--- config.mk ---
export PLATFORM = sky130hd
export DESIGN_NAME = tk_snapshot_latch
export DESIGN_NICKNAME = d
export VERILOG_FILES = /design/src/rtl/tk_snap_pkg.sv /design/src/rtl/tk_cmd_qualify.sv /design/src/rtl/tk_capture_ctrl.sv /design/src/rtl/tk_snap_bank.sv /design/src/rtl/tk_snapshot_latch.sv
export SDC_FILE = /design/constraint.sdc
export NUM_CORES = 1
export LEC_CHECK = 0
export BUFFER_PORTS_ARGS = -buffer_cell sky130_fd_sc_hd__buf_2
export CORE_UTILIZATION = 42
export DETAILED_ROUTE_END_ITERATION = 7
export PLACE_DENSITY = 0.83
export SLEW_MARGIN = 5
export SYNTH_ARGS = -nofsm -noshare
export SYNTH_HDL_FRONTEND = slang
export SYNTH_SLANG_ARGS = --single-unit
--- constraint.sdc ---
create_clock -name clk -period 4.8 [get_ports clk]
set_clock_uncertainty 0.2 [all_clocks]
set_input_delay 0.96 -clock clk [delete_from_list [all_inputs] [get_ports clk]]
set_output_delay 0.96 -clock clk [all_outputs]
set_load 0.05 [all_outputs]
--- src/rtl/tk_snap_pkg.sv ---
package tk_snap_pkg;
  localparam int REG_W    = 8;
  localparam int NUM_REGS = 8;
  localparam int CMD_W    = 8;
  localparam int CMD_EN_BIT   = 7;
  localparam int CMD_RAM_BIT  = 6;
  localparam int CMD_READ_BIT = 0;
endpackage

--- src/rtl/tk_cmd_qualify.sv ---
module tk_cmd_qualify
  import tk_snap_pkg::*;
#(
  parameter int W = CMD_W
) (
  input  logic         req,
  input  logic [W-1:0] cmd,
  output logic         qual_req
);
  logic en_ok, space_ok, dir_ok;
  always_comb begin
    en_ok    = cmd[CMD_EN_BIT];
    space_ok = !cmd[CMD_RAM_BIT];
    dir_ok   = cmd[CMD_READ_BIT];
    qual_req = req && en_ok && space_ok && dir_ok;
  end
endmodule

--- src/rtl/tk_capture_ctrl.sv ---
module tk_capture_ctrl (
  input  logic clk,
  input  logic rst,
  input  logic qual_req,
  input  logic sec_tick,
  output logic cap_en,
  output logic pending
);
  logic want;
  always_comb begin
    want   = qual_req || pending;
    cap_en = want && !sec_tick;
  end

  always_ff @(posedge clk) begin
    if (rst) pending <= 1'b0;
    else     pending <= want && sec_tick;
  end

  AST_PEND_AFTER_TICK: assert property (@(posedge clk) disable iff (rst)
    $rose(pending) |-> $past(sec_tick));
endmodule

--- src/rtl/tk_snap_bank.sv ---
module tk_snap_bank #(
  parameter int NREG = 8,
  parameter int RW   = 8,
  parameter int AW   = (NREG > 1) ? $clog2(NREG) : 1
) (
  input  logic               clk,
  input  logic               rst,
  input  logic               cap_en,
  input  logic [NREG*RW-1:0] live_flat,
  input  logic [AW-1:0]      rd_addr,
  output logic [RW-1:0]      rd_data,
  output logic [NREG*RW-1:0] snap_flat
);
  logic [RW-1:0] bank [NREG];

  for (genvar k = 0; k < NREG; k++) begin : g_reg
    always_ff @(posedge clk) begin
      if (rst)         bank[k] <= '0;
      else if (cap_en) bank[k] <= live_flat[k*RW +: RW];
    end
    assign snap_flat[k*RW +: RW] = bank[k];
  end

  logic [RW-1:0] rd_sel;
  always_comb begin
    rd_sel = '0;
    for (int i = 0; i < NREG; i++)
      if (int'(rd_addr) == i) rd_sel = bank[i];
  end

  always_ff @(posedge clk) begin
    if (rst) rd_data <= '0;
    else     rd_data <= rd_sel;
  end

  AST_CAPTURE_COPY: assert property (@(posedge clk) disable iff (rst)
    cap_en |=> snap_flat == $past(live_flat));
  AST_HOLD_IDLE: assert property (@(posedge clk) disable iff (rst)
    !cap_en |=> $stable(snap_flat));
  AST_READ_PORT: assert property (@(posedge clk) disable iff (rst)
    !cap_en |=> rd_data == snap_flat[$past(rd_addr)*RW +: RW]);
endmodule

--- src/rtl/tk_snapshot_latch.sv ---
module tk_snapshot_latch
  import tk_snap_pkg::*;
#(
  parameter int NREG = NUM_REGS,
  parameter int RW   = REG_W,
  parameter int CW   = CMD_W,
  parameter int AW   = (NREG > 1) ? $clog2(NREG) : 1
) (
  input  logic               clk,
  input  logic               rst,
  input  logic [NREG*RW-1:0] live_flat,
  input  logic               sec_tick,
  input  logic               cap_req,
  input  logic [CW-1:0]      cap_cmd,
  input  logic [AW-1:0]      rd_addr,
  output logic [RW-1:0]      rd_data,
  output logic [NREG*RW-1:0] snap_flat
);
  logic qual_req, cap_en, pending;

  tk_cmd_qualify #(.W(CW)) u_qual (
    .req(cap_req), .cmd(cap_cmd), .qual_req(qual_req)
  );

  tk_capture_ctrl u_ctrl (
    .clk(clk), .rst(rst), .qual_req(qual_req), .sec_tick(sec_tick),
    .cap_en(cap_en), .pending(pending)
  );

  tk_snap_bank #(.NREG(NREG), .RW(RW), .AW(AW)) u_bank (
    .clk(clk), .rst(rst), .cap_en(cap_en), .live_flat(live_flat),
    .rd_addr(rd_addr), .rd_data(rd_data), .snap_flat(snap_flat)
  );

  AST_NO_CAP_ON_TICK: assert property (@(posedge clk) disable iff (rst)
    $past(sec_tick) |-> $stable(snap_flat));
  AST_IGNORE_BAD_CMD: assert property (@(posedge clk) disable iff (rst)
    (cap_req && !(cap_cmd[CMD_EN_BIT] && !cap_cmd[CMD_RAM_BIT] && cap_cmd[CMD_READ_BIT]) && !pending)
      |=> $stable(snap_flat));
endmodule

**After elaboration in Yosys (flattened, before gate mapping)**

Memories as Yosys holds them, arrays and structs flattened.
Index checks and enable logic that the tools add are counted.

- Bitwise operators: 8
- Equal/unequal tests: 7
- Reduce and logical (&&, ||, !) cells: 9
- Muxes and demuxes: 21

Operators by type and width:

| operator | count |
|---|---|
| 8-bit 2-to-1 mux | 16 |
| 3-bit == test (second input constant) | 4 |
| 1-bit OR | 8 |
| 3-bit by 2-bit == test with 1-bit output (second input constant) | 2 |
| 1-bit logical AND | 5 |
| 1-bit 2-to-1 mux | 5 |
| 3-bit by 1-bit == test with 1-bit output (second input constant) | 1 |
| 3-bit logical NOT | 1 |
| 1-bit logical NOT | 2 |
| 1-bit logical OR | 1 |

- Memories: 1
- Output and inout bits: 72
- Memory bits (writable): 64
- Register bits: 9
- Bits of input ports: 79
- Word-level logic and storage cells: 48

Memories:

| name | words | bits a word | rd ports | clocked after Yosys merged registers in | wr ports | line | RTL |
|---|---|---|---|---|---|---|---|
| u_bank.bank | 8 | 8 | 8 | 0 | 8 | tk_snap_bank.sv:14 | `logic [RW-1:0] bank [NREG];` |

**Logic depth before layout (Yosys ltp)**

Gate-level depths: netlist of the first run.

- Word-level depth: 9
- Mapped depth: 6
- Depth with buffers taken out: 4

**Hierarchy**

From an unflattened synthesis of the first run, not the netlist that was laid out.

- Cell total of the unflattened synthesis: 259
- Area total of the unflattened synthesis: 3,314.4 um2

By module, submodules not included:

| module | cells an instance | area each (um2) | instances | sequential area each (um2) |
|---|---|---|---|---|
| tk_snap_bank | 254 | 3,264.4 | 1 | 2,082.0 |
| tk_capture_ctrl | 4 | 40.0 | 1 | 20.0 |
| tk_cmd_qualify | 1 | 10.0 | 1 | 0.0 |

**Least setup slack after synthesis of the first run**

Ideal clock, no wire load.

- Kind: input-to-reg
- Start: input cap_cmd[6]
- End: memory u_bank.bank[0][0] (enable)
- Slack: -86 ps
- Data required time: 4,101 ps
- Path buffers: 0
- Cell stages on the path: 3
- Setup time: 499 ps
- Data arrival time: 4,186 ps
- Path through: inv_1 > a41oi_4 > o21bai_1

RTL lines:

| element | line | RTL |
|---|---|---|
| from (decl) | tk_snapshot_latch.sv:14 | `input logic [CW-1:0] cap_cmd,` |
| to (decl) | tk_snap_bank.sv:14 |  |

==> results by group, run 1 <==
Status
  – Outcome: finished clean

Final layout
  – Fill count: around 640
  – Share of cells above drive strength 1: 0.423
  – Most common cell after layout, fill and taps aside: buf_2
  – Post-layout util: 0.572
  – Most frequent cells in the layout: 145 x buf_2, 64 x and2_1, 64 x edfxtp_1
  – Final Cell Area: 0.00422 mm2
  – Non-filler instance count after layout: 494
  – Ant. Diodes: 0
  – NumNets Final: between 400 and 500
  – Area grow syn2layout: 29.7%

Critical path
  – R2R Path End: u_bank.bank[0][12]$_SDFFCE_PN0P_
  – Critical Path, Cell by Cell: buf_2 > inv_1 > a41oi_4 > o21bai_4 > buf_12
  – R2R setup slack: 2800 ps
  – CP Max Fanout: 34
  – Reg2reg start: u_ctrl.pending$_SDFF_PP0_
  – WP buf/inv: 3
  – Kind of end point of the critical path: flip-flop
  – Critical Path Source Type: input port
  – CP required: 4640 ps
  – Slowest cell on crit path: o21bai_4
  – WP data arrival: 2380 ps
  – Setup CP Type: in2reg
  – Worst stage delay on the critical path: 740 ps
  – Crit path max-delay family: compound AO/OA/AOI/OAI gates
  – Reg2reg path depth: 3

Timing
  – Tmin final: 2540 ps
  – Final Setup Violations: 0
  – Tcrit/Tclk final: 0.530
  – Final Max Tran Viols: 0
  – Final Hold Vio Count: 0
  – Slew headroom: 0.390
  – Final setup TNS: 0 ps
  – Max Freq: ~400 MHz
  – Worst Tran Pin Value: 912 ps
  – RSZ-0062 raised after global routing: no

Yosys
  – Syn. warnings: 0
  – Synth Net Count: 327
  – Synth cell types: 27
  – Top post-synthesis cells by area: edfxtp_1 59%, and2_1 12%, dfxtp_1 5.5%, mux2i_1 4.9%, nor2_1 2.3%
  – Post-Syn Area: 0.00325 mm2
  – Syn_area_per_cell: between 10 and 15 um2
  – Post-Syn Instances: 248
  – Register area share after synthesis: 0.646
  – Top cell type's share of synthesized area: 0.591
  – Synthesized flop and latch total: 73
  – Largest area contributor in the netlist: edfxtp_1

GRT
  – Initial antenna violation count: 0
  – GR Overflow Total: 0
  – Vias in the first global route: between 2000 and 2500
  – First-pass GRT wire length: 11900 um
  – Pin count of the biggest net entering global routing: 65
  – GRT Total Usage: 0.192

Routing
  – DRT iter0 DRCs: about 150
  – DR vias: 2415
  – Overall routed net length: 7620 um
  – Vias per inst: 4.89
  – DRC viols: 0
  – Drt pass-1 iters: 4
  – Post-route antenna net violation count: 0
  – DR WL/cell: 15.4 um

Place
  – Dpl cells: 479
  – Port Buffers: 145
  – Placed inst area: 0.00404 mm2
  – DP HPWL: 5460 um
  – Final GP Congestion: 0.768

Pwr
  – Clock power share: 0.319
  – Total power draw: 1420 uW
  – Maximum VDD drop: 180 uV
  – Psw: 401 uW
  – Cell Int Power: 1020 uW
  – PwrDens: 336 mW/mm2
  – Switching portion of total power: 0.283
  – Sequential power share: 0.517
  – Logic pwr share: 0.164
  – Leakage power: 0.00190 uW

Clocking
  – Total CTS buffers: 9
  – Post-CTS setup buffer count: 0
  – CTS Sinks: 73
  – Worst-case clock buffer depth: 2
  – CTS root buffer: clkbuf_8
  – Clock-pin slew on the worst setup and hold paths: around 70 ps
  – Htree depth: 3
  – CTS tree: done
  – Clk_lat worst skew: 340 ps
  – Post-CTS Resized: 0
  – Hold_buf cts: 0

Floorplanning
  – Chip height: 90.0 um
  – IO Pins: 151
  – Die Footprint: 0.00810 mm2
  – Num rows: 31
  – Initial Utilization: 0.441
  – Die X: 90.0 um
  – Core box area: 0.00737 mm2

Hold path
  – Min-Delay Path Class: reg2reg
  – Worst hold endpoint: u_bank.rd_data[7]$_SDFF_PP0_
  – Hold_sp: u_bank.bank[1][31]$_SDFFCE_PN0P_
  – Hold Path Depth: 2

Job
  – Maxcap violations: 0
==> tightest hold or removal path: cells and delay by family, from the launching register on <==
kind          cells  cell delay, ps
flops             1             340
simple gates      2             160
==> logic make-up after synthesis <==
kind of cell    Yosys count  synth area share
simple gates            113             0.202
buf+inv                  17            0.0323
flops                    73             0.646
compound gates           26            0.0604
mux                      19            0.0596
==> power groups by stage <==
| stage | registers [uW] | clock network, uW | logic, uW |
|---|---|---|---|
| CTS | 733 | 458 | 234 |
| global placement | 745 | 0 | 232 |
| detailed placement | 747 | 0 | 234 |
| floorplan | 849 | 0 | 58.5 |
| global route | 736 | 494 | 246 |
| finish | 732 | 451 | 233 |
==> how the worst max path moves through the flow <==
stage | from | end | slack, ps | cells past startpoint
2_1_floorplan | cap_cmd[6] | u_bank.bank[0][0]$_SDFFCE_PN0P_ | 1280 | 3
3_3_place_gp | cap_cmd[6] | u_bank.bank[0][3]$_SDFFCE_PN0P_ | 1950 | 5
3_5_place_dp | cap_cmd[6] | u_bank.bank[1][27]$_SDFFCE_PN0P_ | 1880 | 5
4_1_cts | cap_cmd[6] | u_bank.bank[0][4]$_SDFFCE_PN0P_ | 2240 | 5
5_1_grt | cap_cmd[6] | u_bank.bank[0][12]$_SDFFCE_PN0P_ | 2130 | 5
6_report | cap_cmd[6] | u_bank.bank[0][12]$_SDFFCE_PN0P_ | 2260 | 5
==> metal layers <==
metal,vias up,track usage,share of wire
li1,1177,-,-
met1,1107,0.230,0.41
met2,120,0.322,0.49
met3,11,0.0685,0.093
met4,0,0.0605,0.014
met5,-,0,0
==> layout make-up <==
type / instances / area, um2 / share of cell area
Clock inverter: 5 / 47.5 / 0.0113
Multi-Input combinational cell: 158 / 1060 / 0.251
Inverter: 2 / 7.51 / 0.00178
Sequential cell: 73 / 2100 / 0.498
Tap cell: 99 / 124 / 0.0294
Timing Repair Buffer: 147 / 753 / 0.179
Clock buffer: 10 / 128 / 0.0302
==> sequential cells by signal (all words and copies together), names as in the netlist <==
name	count
u_bank.bank	64
u_bank.rd_data	8
u_ctrl.pending	1
==> Yosys cell counts <==
cell type,n
and2_1,64
edfxtp_1,64
nor2_1,20
mux2i_1,16
nor3_1,11
dfxtp_1,9
clkbuf_2,6
nand3_1,6
a21oi_1,5
nand3b_1,5
o21ai_0,5
o221ai_1,5
buf_4,4
a22oi_1,3
a311oi_1,3
buf_2,3
mux2_2,3
nand2b_1,3
o22ai_1,3
buf_6,2
inv_1,2
a41oi_4,1
nand2_2,1
nor2b_2,1
nor3_4,1
nor3b_1,1
o21bai_1,1
==> metrics by stage <==
stage	hold slack, ps	worst slack [ps]
floorplan	378	1280
CTS	351	2240
finish	352	2260
global route	384	2130
detailed placement	333	1880
global placement	323	1950
No activity file was read; power rests on OpenSTA's default activity.
==> run 2, diff against run 1 <==
--- a/config.mk
+++ b/config.mk
@@ -6,9 +6,9 @@
 export NUM_CORES = 1
 export LEC_CHECK = 0
 export BUFFER_PORTS_ARGS = -buffer_cell sky130_fd_sc_hd__buf_2
-export CORE_UTILIZATION = 42
+export CORE_UTILIZATION = 47
 export DETAILED_ROUTE_END_ITERATION = 7
-export PLACE_DENSITY = 0.83
+export PLACE_DENSITY = 0.87
 export SLEW_MARGIN = 5
 export SYNTH_ARGS = -nofsm -noshare
 export SYNTH_HDL_FRONTEND = slang
==> constraint.sdc (replaced) <==
create_clock -name clk -period 2.46 [get_ports clk]
set_clock_uncertainty 0.2 [all_clocks]
set_input_delay 0.492 -clock clk [delete_from_list [all_inputs] [get_ports clk]]
set_output_delay 0.492 -clock clk [all_outputs]
set_load 0.05 [all_outputs]
==> run 2 against run 1 <==
- register-to-register slack worse by 2300 ps
- global-route usage is 2.1 points higher
- worst setup slack lost 1900 ps
- die area is 10% lower
- clock-buffer cell count shrank 1
- critical path depth rose by 1
- sequential share of layout area about the same
- clock power rose by 100%
- critical path type unchanged
==> results by group, run 2 (synthesis results as in run 1) <==
Routing
  – Post-route antenna net violation count: 0
  – Drt pass-1 iters: 4
  – DRT iter0 DRCs: 76
  – DR vias: 2426
  – DR WL/cell: 15.7 um
  – Overall routed net length: 7470 um
  – Vias per inst: just over 5
  – DRC viols: 0

Clocking
  – Post-CTS Resized: 0
  – Hold_buf cts: 0
  – Post-CTS setup buffer count: 0
  – Clock-pin slew on the worst setup and hold paths: 80 ps
  – CTS root buffer: clkbuf_8
  – Worst-case clock buffer depth: 2
  – CTS tree: done
  – Clk_lat worst skew: 340 ps
  – Htree depth: 3
  – CTS Sinks: 73
  – Total CTS buffers: 9

Pwr
  – Psw: 801 uW
  – Logic pwr share: 0.162
  – Clock power share: 0.326
  – PwrDens: 663 mW/mm2
  – Switching portion of total power: 0.287
  – Sequential power share: 0.511
  – Leakage power: 0.00191 uW
  – Maximum VDD drop: 372 uV
  – Cell Int Power: ~2000 uW

Floorplanning
  – Core box area: 0.00653 mm2
  – Num rows: 29
  – Initial Utilization: 0.498
  – Chip height: 85.2 um
  – Die Footprint: between 0.007 and 0.008 mm2
  – Die X: 85.2 um
  – IO Pins: 151

GRT
  – Pin count of the biggest net entering global routing: 40
  – Initial antenna violation count: 0
  – First-pass GRT wire length: 11300 um
  – GR Overflow Total: 0
  – Vias in the first global route: 2389
  – GRT Total Usage: 0.212

Timing
  – Final setup TNS: 0 ps
  – Tcrit/Tclk final: 0.835
  – Setup slack after layout: between 400 and 500 ps
  – Max Freq: 487 MHz
  – Final Setup Violations: 0
  – Final Max Tran Viols: 0
  – Worst Tran Pin Value: 767 ps
  – Slew headroom: 0.487
  – Tmin final: 2050 ps
  – RSZ-0062 raised after global routing: no
  – Final Hold Vio Count: 0

Status
  – Outcome: finished clean

Final layout
  – Largest regs: u_bank.bank x64, u_bank.rd_data x8, u_ctrl.pending x1
  – NumNets Final: 473
  – Max reg flops: 64
  – Ant. Diodes: 0
  – Share of cells above drive strength 1: 0.434
  – Most common cell after layout, fill and taps aside: buf_2
  – Most frequent cells in the layout: 145 x buf_2, 64 x and2_1, 64 x edfxtp_1
  – Reg with most FFs: u_bank.bank
  – Area grow syn2layout: 29.7%

Critical path
  – Slowest cell on crit path: nor3_4
  – Worst stage delay on the critical path: roughly 620 ps
  – Kind of end point of the critical path: flip-flop
  – Setup CP Type: in2reg
  – WP data arrival: about 2000 ps
  – Critical Path Source Type: input port
  – CP Max Fanout: 38
  – CP required: 2470 ps
  – Reg2reg path depth: 4
  – Critical Path, Cell by Cell: buf_2 > inv_1 > a41oi_4 > nor3_4 > buf_4 > and2_1

Place
  – DP HPWL: 5550 um
  – Port Buffers: 145
  – Final GP Congestion: 0.818
  – Pre-CTS setup slack: ~24 ps

Job
  – Maxcap violations: 0

Hold path
  – Min-Delay Path Class: in2reg
  – Hold Path Depth: 2
-- run 2: cell types whose count changed in the layout (fill, tap and decap cells not counted), sizes merged --
| cell | delta |
|---|---|
| buf | +3 |
| clkbuf | -1 |
| clkinv | -2 |
| clkinvlp | +3 |
| inv | +1 |
-- run 2: power groups by stage --
stage	Sequential (uW)	Clock [uW]	Combinational, uW
2_1_floorplan	1660	0	115
5_1_grt	1430	994	478
6_report	1430	913	454
4_1_cts	1430	931	456
3_5_place_dp	1460	0	455
3_3_place_gp	1450	0	451
-- run 2: worst paths after layout --
| path | from | endpoint | slack [ps] |
|---|---|---|---|
| max | cap_cmd[6] | u_bank.bank[1][25]$_SDFFCE_PN0P_ | 410 |
| min | live_flat[34] | u_bank.bank[1][2]$_SDFFCE_PN0P_ | 220 |
| max reg2reg | u_ctrl.pending$_SDFF_PP0_ | u_bank.bank[1][25]$_SDFFCE_PN0P_ | 480 |
| min reg2reg | u_bank.bank[1][31]$_SDFFCE_PN0P_ | u_bank.rd_data[7]$_SDFF_PP0_ | 350 |
-- run 2: routing by layer --
metal  part of all wire  vias up  wire length [um]  global-route usage
met3              0.077       20               572              0.0749
met4              0.028        0               207               0.114
met2               0.49      122              3690               0.359
met1               0.40     1101              3000               0.235
met5                  0        -                 0                   0
li1                   -     1183                 -                   -
-- run 2: cell type report --
class                           count  area [um2]
Inverter                            2        7.51
Sequential cell                    73        2100
Multi-Input combinational cell    158        1060
Timing Repair Buffer              150         763
Clock inverter                      7        70.1
Fill cell                         513        2310
Clock buffer                        9         124
Tap cell                           77        96.3
-- run 2: metrics by stage --
step | hold slack [ps] | area, um2 | total power [uW] | cells | util
floorplan | 384 | 3260 | 1770 | 248 | -
global placement | 327 | 4030 | 1900 | 460 | 0.616
CTS | 210 | 4220 | 2820 | 476 | 0.646
finish | 221 | 4220 | 2800 | 476 | 0.646
global route | 203 | 4220 | 2910 | 476 | 0.646
detailed placement | 334 | 4030 | 1910 | 460 | 0.616
-- run 2: critical path: cells and delay by family --
family                 cells  cell delay [ps]
and+or+nand+nor            2              810
buffers and inverters      3              590
AOI/OAI and AO/OA          1              160
==> run 3, diff against run 2 <==
==> constraint.sdc (replaced) <==
create_clock -name clk -period 2.1 [get_ports clk]
set_clock_uncertainty 0.2 [all_clocks]
set_input_delay 0.42 -clock clk [delete_from_list [all_inputs] [get_ports clk]]
set_output_delay 0.42 -clock clk [all_outputs]
set_load 0.05 [all_outputs]
==> run 3 against run 2 <==
- non-clock buffer count increased by 3
- register-to-register slack worse by 240 ps
- total power rose by 12%
==> results by group, run 3 (synthesis results as in run 1) <==
Final layout
  – Share of cells above drive strength 1: 0.440
  – Reg with most FFs: u_bank.bank
  – NumNets Final: 476
  – Most common cell after layout, fill and taps aside: buf_2
  – Ant. Diodes: 0
  – Largest regs: u_bank.bank x64, u_bank.rd_data x8, u_ctrl.pending x1
  – Fill count: 527
  – Most frequent cells in the layout: 145 x buf_2, 64 x and2_1, 64 x edfxtp_1
  – Max reg flops: 64
  – Area grow syn2layout: 30.6%

GRT
  – GR Overflow Total: 0
  – Pin count of the biggest net entering global routing: 65
  – First-pass GRT wire length: 11500 um
  – Initial antenna violation count: 0
  – GRT Total Usage: 0.214
  – Vias in the first global route: 2338

Clocking
  – CTS Sinks: 73
  – Clk_lat worst skew: about 340 ps
  – Hold_buf cts: 0
  – Worst-case clock buffer depth: 2
  – CTS tree: done
  – Clock-pin slew on the worst setup and hold paths: around 70 ps
  – Htree depth: 3
  – CTS root buffer: clkbuf_8
  – Total CTS buffers: 9
  – Post-CTS setup buffer count: 0
  – Post-CTS Resized: 0

Place
  – Port Buffers: 145
  – DP HPWL: 5580 um
  – Final GP Congestion: about 0.77

Floorplanning
  – Num rows: 29
  – Core box area: 0.00653 mm2
  – Die X: 85.2 um
  – Initial Utilization: 0.498
  – IO Pins: roughly 150
  – Chip height: 85.2 um
  – Die Footprint: 0.00726 mm2

Critical path
  – Kind of end point of the critical path: flip-flop
  – Reg2reg path depth: 4
  – Setup CP Type: reg2reg
  – WP data arrival: 1860 ps
  – CP Max Fanout: 36
  – Critical Path Source Type: flip-flop
  – CP required: 2100 ps

Timing
  – Tcrit/Tclk final: 0.885
  – Max Freq: approximately 540 MHz
  – Final Max Tran Viols: 0
  – Final Hold Vio Count: 0
  – Worst Tran Pin Value: 887 ps
  – Final Setup Violations: 0
  – Final setup TNS: 0 ps
  – Slew headroom: 0.406
  – Worst hold slack: 151 ps
  – Tmin final: between 1500 and 2000 ps
  – RSZ-0062 raised after global routing: no

Pwr
  – PwrDens: 739 mW/mm2
  – Leakage power: 0.00192 uW
  – Total power draw: 3140 uW
  – Maximum VDD drop: 403 uV

Routing
  – DR vias: approximately 2500
  – DRC viols: 0
  – DR WL/cell: around 16 um
  – Post-route antenna net violation count: 0
  – Vias per inst: between 5 and 6
  – Overall routed net length: between 7000 and 8000 um
  – DRT iter0 DRCs: approximately 100
  – Drt pass-1 iters: 4

Hold path
  – Hold Path Depth: 2
  – Min-Delay Path Class: in2reg

Job
  – Maxcap violations: 0

Status
  – Outcome: finished clean
run 3: cell types whose count changed in the layout (fill, tap and decap cells not counted), sizes merged:
cell | previous run | this run
buf | 150 | 153
clkinvlp | 3 | 2
clkbuf | 9 | 10
clkinv | 2 | 4
bufinv | 1 | 0
inv | 3 | 2
run 3: critical path, cell delays in order, from the launching register on:
cell and delay [ps]:
dfxtp_1 360, a41oi_4 50, nor3_4 700, buf_12 250, and2_1 160
run 3: path summary, 6_finish.rpt:
check | from | to | slack (ps)
setup / recovery | u_ctrl.pending$_SDFF_PP0_ | u_bank.bank[1][21]$_SDFFCE_PN0P_ | 240
hold / removal | live_flat[33] | u_bank.bank[1][1]$_SDFFCE_PN0P_ | 150
setup reg to reg | u_ctrl.pending$_SDFF_PP0_ | u_bank.bank[1][21]$_SDFFCE_PN0P_ | 240
hold reg to reg | u_bank.bank[1][31]$_SDFFCE_PN0P_ | u_bank.rd_data[7]$_SDFF_PP0_ | 350
run 3: power breakdown:
part           leakage [uW]  switching, uW  total (uW)  internal (uW)
Sequential         0.000743           32.2        1670           1640
Combinational       0.00110            390         546            157
Clock             0.0000818            497         917            420
Total               0.00192            919        3140           2220
run 3: area by class of cell:
class	instances	area, um2	share of cell area
multi-input cells	158	1060	0.249
repair buffers	153	811	0.191
flip-flops and latches	73	2100	0.495
well taps	77	96.3	0.0227
clock buffers	10	128	0.0300
clock inverters	6	35.0	0.00824
inverters	2	20.0	0.00471
run 3: layer usage:
layer  routed length (um)  up-vias  GRT usage
li1                     -     1191          -
met1                 3010     1152      0.249
met2                 3760      121      0.361
met3                  674       14     0.0730
met4                  149        0     0.0955
met5                    0        -          0
run 3: metrics by stage:
step | util | instances | setup slack (ps) | cell area (um2)
2_1_floorplan | - | 248 | -127 | 3280
3_3_place_gp | 0.626 | 463 | -78.0 | 4090
3_5_place_dp | 0.626 | 463 | -146 | 4090
4_1_cts | 0.651 | 479 | 182 | 4250
5_1_grt | 0.651 | 479 | 75.2 | 4250
6_report | 0.651 | 479 | 242 | 4250
